### config.mk
export PLATFORM = sky130hd
export DESIGN_NAME = dacser_ctrl
export DESIGN_NICKNAME = d
export VERILOG_FILES = /design/src/rtl/dacser_pkg.sv /design/src/rtl/dacser_sync.sv /design/src/rtl/dacser_shift.sv /design/src/rtl/dacser_decode.sv /design/src/rtl/dacser_chan.sv /design/src/rtl/dacser_ctrl.sv
export SDC_FILE = /design/constraint.sdc
export NUM_CORES = 1
export LEC_CHECK = 0
export ABC_AREA = 1
export CAP_MARGIN = 5
export CORE_ASPECT_RATIO = 0.75
export CORE_MARGIN = 4
export CORE_UTILIZATION = 45
export DETAILED_ROUTE_END_ITERATION = 12
export GPL_ROUTABILITY_DRIVEN = 1
export PLACE_DENSITY = 0.65
export SLEW_MARGIN = 0
export SYNTH_ARGS = -nofsm -noshare
export SYNTH_HDL_FRONTEND = slang
export SYNTH_SLANG_ARGS = --single-unit
### constraint.sdc
create_clock -name clk -period 3.4 [get_ports clk]
set_input_delay 0.68 -clock clk [delete_from_list [all_inputs] [get_ports clk]]
set_output_delay 0.68 -clock clk [all_outputs]
set_load 0.1 [all_outputs]
### src/rtl/dacser_pkg.sv
package dacser_pkg;

   typedef enum logic [2:0] {
      OP_MISC   = 3'b000,
      OP_STG_A  = 3'b001,
      OP_STGU_A = 3'b010,
      OP_DIRECT = 3'b011,
      OP_COPY   = 3'b100,
      OP_STG_B  = 3'b101,
      OP_STGU_B = 3'b110,
      OP_NAP    = 3'b111
   } op_e;

   typedef enum logic [2:0] {
      SUB_NONE   = 3'b000,
      SUB_COPY_A = 3'b001,
      SUB_PIN_LO = 3'b010,
      SUB_PIN_HI = 3'b011,
      SUB_EDGE   = 3'b100,
      SUB_COPY_B = 3'b101,
      SUB_NAP_A  = 3'b110,
      SUB_NAP_B  = 3'b111
   } sub_e;

   typedef struct packed {
      logic [1:0] stage;
      logic [1:0] copy;
      logic       direct;
      logic [1:0] nap;
      logic       pin_wr;
      logic       pin_val;
      logic       edge_wr;
      logic       edge_val;
   } cmd_t;

endpackage

### src/rtl/dacser_sync.sv
module dacser_sync #(
   parameter int           STAGES  = 2,
   parameter int           W       = 1,
   parameter logic [W-1:0] RST_VAL = '0
) (
   input  logic         clk,
   input  logic         rst_n,
   input  logic [W-1:0] d,
   output logic [W-1:0] q
);
   generate
      if (STAGES < 2) begin : g_bad
         $error("dacser_sync: STAGES must be at least 2");
      end
   endgenerate

   logic [STAGES-1:0][W-1:0] chain;

   always_ff @(posedge clk or negedge rst_n) begin
      if (!rst_n) chain <= {STAGES{RST_VAL}};
      else        chain <= {chain[STAGES-2:0], d};
   end

   assign q = chain[STAGES-1];
endmodule

### src/rtl/dacser_shift.sv
module dacser_shift #(
   parameter int WW = 16
) (
   input  logic          clk,
   input  logic          rst_n,
   input  logic          active,
   input  logic          rise,
   input  logic          fall,
   input  logic          din,
   input  logic          rise_mode,
   output logic [WW-1:0] word,
   output logic          sdo
);
   always_ff @(posedge clk or negedge rst_n) begin
      if (!rst_n) begin
         word <= '0;
      end else if (active && rise) begin
         word <= {word[WW-2:0], din};
      end
   end

   // rising mode presents the bit that becomes the top bit on this edge;
   // falling mode presents the top bit half a serial period later
   always_ff @(posedge clk or negedge rst_n) begin
      if (!rst_n) begin
         sdo <= 1'b0;
      end else if (active) begin
         if (rise_mode && rise)       sdo <= word[WW-2];
         else if (!rise_mode && fall) sdo <= word[WW-1];
      end
   end
endmodule

### src/rtl/dacser_decode.sv
module dacser_decode
   import dacser_pkg::*;
(
   input  logic       exec,
   input  logic       nap_ok,
   input  logic [2:0] op,
   input  logic [2:0] sub,
   input  logic       edge_bit,
   output cmd_t       cmd
);
   always_comb begin
      cmd = '0;
      if (exec) begin
         case (op_e'(op))
            OP_STG_A:  cmd.stage = 2'b01;
            OP_STG_B:  cmd.stage = 2'b10;
            OP_STGU_A: begin cmd.stage = 2'b01; cmd.copy = 2'b11; end
            OP_STGU_B: begin cmd.stage = 2'b10; cmd.copy = 2'b11; end
            OP_DIRECT: cmd.direct = 1'b1;
            OP_COPY:   cmd.copy = 2'b11;
            OP_NAP:    cmd.nap = {2{nap_ok}};
            default: begin
               case (sub_e'(sub))
                  SUB_COPY_A: cmd.copy = 2'b01;
                  SUB_COPY_B: cmd.copy = 2'b10;
                  SUB_NAP_A:  cmd.nap  = {1'b0, nap_ok};
                  SUB_NAP_B:  cmd.nap  = {nap_ok, 1'b0};
                  SUB_PIN_LO: cmd.pin_wr = 1'b1;
                  SUB_PIN_HI: begin cmd.pin_wr = 1'b1; cmd.pin_val = 1'b1; end
                  SUB_EDGE:   begin cmd.edge_wr = 1'b1; cmd.edge_val = edge_bit; end
                  default:    cmd = '0;
               endcase
            end
         endcase
      end
   end
endmodule

### src/rtl/dacser_chan.sv
module dacser_chan #(
   parameter int DW = 13
) (
   input  logic          clk,
   input  logic          rst_n,
   input  logic          wake_n,
   input  logic          stage,
   input  logic          copy,
   input  logic          direct,
   input  logic          nap,
   input  logic [DW-1:0] data,
   output logic [DW-1:0] code,
   output logic          sleep
);
   logic [DW-1:0] stg_q;

   always_ff @(posedge clk or negedge rst_n) begin
      if (!rst_n) begin
         stg_q <= '0;
         code  <= '0;
      end else begin
         if (stage)       stg_q <= data;
         if (direct)      code  <= data;
         else if (copy)   code  <= stage ? data : stg_q;
      end
   end

   always_ff @(posedge clk or negedge wake_n) begin
      if (!wake_n)              sleep <= 1'b0;
      else if (direct || copy)  sleep <= 1'b0;
      else if (nap)             sleep <= 1'b1;
   end
endmodule

### src/rtl/dacser_ctrl.sv
module dacser_ctrl
   import dacser_pkg::*;
#(
   parameter int DW          = 13,
   parameter int SYNC_STAGES = 2
) (
   input  logic          clk,
   input  logic          rst_n,
   input  logic          clr_n,
   input  logic          cs_n,
   input  logic          sck,
   input  logic          sdi,
   input  logic          sd_enable,
   output logic [DW-1:0] code_a,
   output logic [DW-1:0] code_b,
   output logic          sleep_a,
   output logic          sleep_b,
   output logic          user_out,
   output logic          sdo
);
   localparam int WW  = DW + 3;
   localparam int NCH = 2;

   generate
      if (DW < 4) begin : g_bad_dw
         $error("dacser_ctrl: DW must leave room for subcommand and edge bits");
      end
   endgenerate

   logic rst_all_n, wake_n;
   assign rst_all_n = rst_n & clr_n;
   assign wake_n    = rst_all_n & sd_enable;

   logic lk_s, cs_s, sck_s, sdi_s;
   dacser_sync #(.STAGES(SYNC_STAGES), .W(4), .RST_VAL(4'b0100)) u_sync (
      .clk(clk), .rst_n(rst_all_n),
      .d({sd_enable, cs_n, sck, sdi}),
      .q({lk_s, cs_s, sck_s, sdi_s})
   );

   logic sck_q, cs_q;
   always_ff @(posedge clk or negedge rst_all_n) begin
      if (!rst_all_n) begin
         sck_q <= 1'b0;
         cs_q  <= 1'b1;
      end else begin
         sck_q <= sck_s;
         cs_q  <= cs_s;
      end
   end

   logic sck_rise, sck_fall, exec_stb, rise_mode;
   assign sck_rise = sck_s & ~sck_q;
   assign sck_fall = ~sck_s & sck_q;
   assign exec_stb = cs_s & ~cs_q;

   logic [WW-1:0] word;
   dacser_shift #(.WW(WW)) u_shift (
      .clk(clk), .rst_n(rst_all_n), .active(~cs_s), .rise(sck_rise),
      .fall(sck_fall), .din(sdi_s), .rise_mode(rise_mode),
      .word(word), .sdo(sdo)
   );

   cmd_t cmd;
   dacser_decode u_dec (
      .exec(exec_stb), .nap_ok(lk_s),
      .op(word[WW-1:WW-3]), .sub(word[DW-1:DW-3]), .edge_bit(word[DW-4]),
      .cmd(cmd)
   );

   logic [NCH-1:0][DW-1:0] codes;
   logic [NCH-1:0]         sleeps;

   generate
      for (genvar c = 0; c < NCH; c++) begin : g_ch
         dacser_chan #(.DW(DW)) u_ch (
            .clk(clk), .rst_n(rst_all_n), .wake_n(wake_n),
            .stage(cmd.stage[c]), .copy(cmd.copy[c]), .direct(cmd.direct),
            .nap(cmd.nap[c]), .data(word[DW-1:0]),
            .code(codes[c]), .sleep(sleeps[c])
         );
      end
   endgenerate

   always_ff @(posedge clk or negedge rst_all_n) begin
      if (!rst_all_n) begin
         user_out  <= 1'b0;
         rise_mode <= 1'b0;
      end else begin
         if (cmd.pin_wr)  user_out  <= cmd.pin_val;
         if (cmd.edge_wr) rise_mode <= cmd.edge_val;
      end
   end

   assign code_a  = codes[0];
   assign code_b  = codes[1];
   assign sleep_a = sleeps[0];
   assign sleep_b = sleeps[1];
endmodule

==> impl_metrics.toml <==
[run_status]
status = "finished, final reports clean"

[synthesis]
synth_fp_nets = 418
synthArstFlopShare_pct = 100
synth_top_area_cell = "dfrtp_1"
synth-edff-count = 0
yosysSeqAreaShare_pct = 55.5
synth-main-ff-cell = "dfrtp_1"
yosys_warnings = 0
netlist-cell-type-count = 24
synthTopCellsByArea = "dfrtp_1 (53%), nand3_1 (15%), nand2_1 (7.2%)"
ys_ff_latch = 83
synth_area_sq_um = 3750
avgSynthCellArea_sq_um = 9.25
syn_inst = 405
synthDominantCellAreaShare_pct = 53.4

[timing]
setup_ws_ns = 0.868
final-hold-violation-count = 0
skew_ns = 0.0142
fmax_mhz = 395
worst_slew_margin_rel_pct = 29.7
rsz0062_at_grt = "no"
tightest_slew_ns = 1.05
fin_setup_tns_ns = 0
whs_ns = 0.356
min_period_over_period_pct = 74.5
layout_min_cycle_time_ns = 2.53
setup_viol = 0
maxSlewViolCount = 0

[route]
post-route-drc-count = 0
first_iter_violations = 166
wire_per_inst_um = 15.5
via_per_inst = 5.29
wirelength_um = 8400
vias = 2865
first_pass_iters = 5
ant_nets = 0

[worst_setup_path]
reg2regPathDepth = 9
r2r_slack_ns = 1.29
cp.arrival_ns = 1.85
critPathRequiredTime_ns = 2.72
crit_slowest_cell = "clkdlybuf4s50_1"
rr_endpoint = "g_ch[1].u_ch.code[5]"
crit_type = "register to output port"
cpLargestDelayFamily = "buffers and inverters"
critical-path-max-stage-delay_ns = 1.13
endpoint_kind = "output port"
path_cells = "clkdlybuf4s50_1"
crit_buf_inv = 1
worstPathMaxFanout = 2
worst_setup_path_start_kind = "register"
regToRegStartpoint = "u_shift.word[13]"

[global_route]
gr-total-overflow = 0
grt_first_pass_wirelength_um = 14800
grt_pass1_vias = 2901
grt_antenna_before_repair = 0
grt_util_all_layers_pct = 19.2
grt_max_degree = 45

[place]
placedInstanceArea_sq_um = 4040
routabilityCongestion = 0.818
port_buffers = 36
dp.cells = 526
dp_hpwl_um = 5520
dp_slack_ns = 1.25

[worst_hold_path]
hold_path_end = "u_sync.q[1]"
min-delay-start = "u_sync.chain[1]"
hp-class = "register to register"
whs_path_depth = 0

[layout]
areaGrowthSynthToFinish_pct = 13.4
layout_common_cells = "nand3_1 (112), dfrtp_1 (80), nand2_1 (72)"
fin_nets = 445
n_fill_cell = 761
drive_above_1_share_pct = 20.4
n_antenna_cell = 0
layout_commonest_cell = "nand3_1"
final_area_sq_um = 4250
layoutNonFillerInstCount = 542
post-route-util_pct = 53.2

[clock_network]
cts_tree = "built"
cts.htree.levels = 3
cts_root_buf = "clkbuf_8"
cts_setup_buffers = 0
clk_latency_ns = 0.36
cts_buffers = 9
post_cts_resized = 0
hold_buffers = 0
cts.sink_count = 83
clockBufferDepth = 2
cts.clk_slew.worst_paths_ns = 0.09

[floorplan]
fp-row-count = 28
io_pins = 37
die_h_um = 87.0
die-area_sq_um = 9860
fp.coreArea_sq_um = 7990
initial_core_util_pct = 46.9
die_w_um = 113

[power]
ir_drop_mv = 0.590
cellLeakagePower_nw = 2.19
total_power_mw = 3.92
power_density_nw_per_um2 = 923
comb_power_share_pct = 44.4
swShare_pct = 49.2
power_switching_mw = 1.93
p_int_mw = 1.99
power_frac_seq_pct = 36.6
pwr-share-clk_pct = 19.0

[run]
maxCapViolCount = 0
==> sequential cells by signal (all words and copies together), names as in the netlist <==
signal	cells
u_shift.sdo	1
u_sync.chain	4
g_ch.u_ch.stg_q	26
u_shift.word	16
rise_mode	1
g_ch.u_ch.sleep	2
cs_q	1
g_ch.u_ch.code	26
user_out	1
sck_q	1
u_sync.q	4
==> power by group through the flow <==
stage               logic (mW)  registers (mW)  clock network [mW]
finish                    1.74            1.44               0.743
global route              1.86            1.47               0.804
CTS                       1.76            1.44               0.757
detailed placement        1.75            1.46                   0
global placement          1.73            1.44                   0
floorplan                0.560            2.27                   0
==> cell families after synthesis <==
group	Yosys count	share of synthesized area (%)
simple gates	242	32.0
flops	83	55.5
fa+ha+maj	6	2.00
buf+inv	49	7.05
compound gates	25	3.44
==> Yosys cell counts, types with 3 or more instances <==
cell     count
o21ai_0     14
buf_6        8
nand2_2     26
nand2_1     72
buf_2       10
nand3_1    112
nor2_1      21
inv_1       23
a21oi_1     10
ha_1         6
inv_2        4
dfstp_2      3
dfrtp_1     80
==> worst max-delay path by stage <==
| stage | startpoint | endpoint | slack, ns | cells past startpoint |
|---|---|---|---|---|
| after floorplan | rst_n | g_ch[0].u_ch.code[0] | 0.58 | 2 |
| after global placement | g_ch[0].u_ch.code[3] | code_a[3] | 1.27 | 1 |
| after detailed placement | g_ch[1].u_ch.code[2] | code_b[2] | 1.25 | 1 |
| after CTS | g_ch[0].u_ch.code[3] | code_a[3] | 0.84 | 1 |
| after global routing | g_ch[1].u_ch.code[3] | code_b[3] | 0.81 | 1 |
| final | g_ch[1].u_ch.code[2] | code_b[2] | 0.87 | 1 |
==> layer usage <==
metal | vias up | track usage, % | routed length (um)
met2 | 69 | 30.4 | 3930
met5 | - | 0 | 0
met4 | 0 | 4.91 | 83
met3 | 9 | 4.17 | 427
met1 | 1403 | 27.1 | 3950
li1 | 1384 | - | -
==> final cells by class <==
class | instances | area [sq um] | share of cell area [%]
well taps | 105 | 131 | 3.09
multi-input cells | 273 | 1400 | 33.0
repair buffers | 38 | 323 | 7.60
inverters | 27 | 103 | 2.42
flip-flops and latches | 83 | 2080 | 49.0
clock buffers | 10 | 138 | 3.24
clock inverters | 6 | 71.3 | 1.68
No activity file was read; power rests on OpenSTA's default activity.
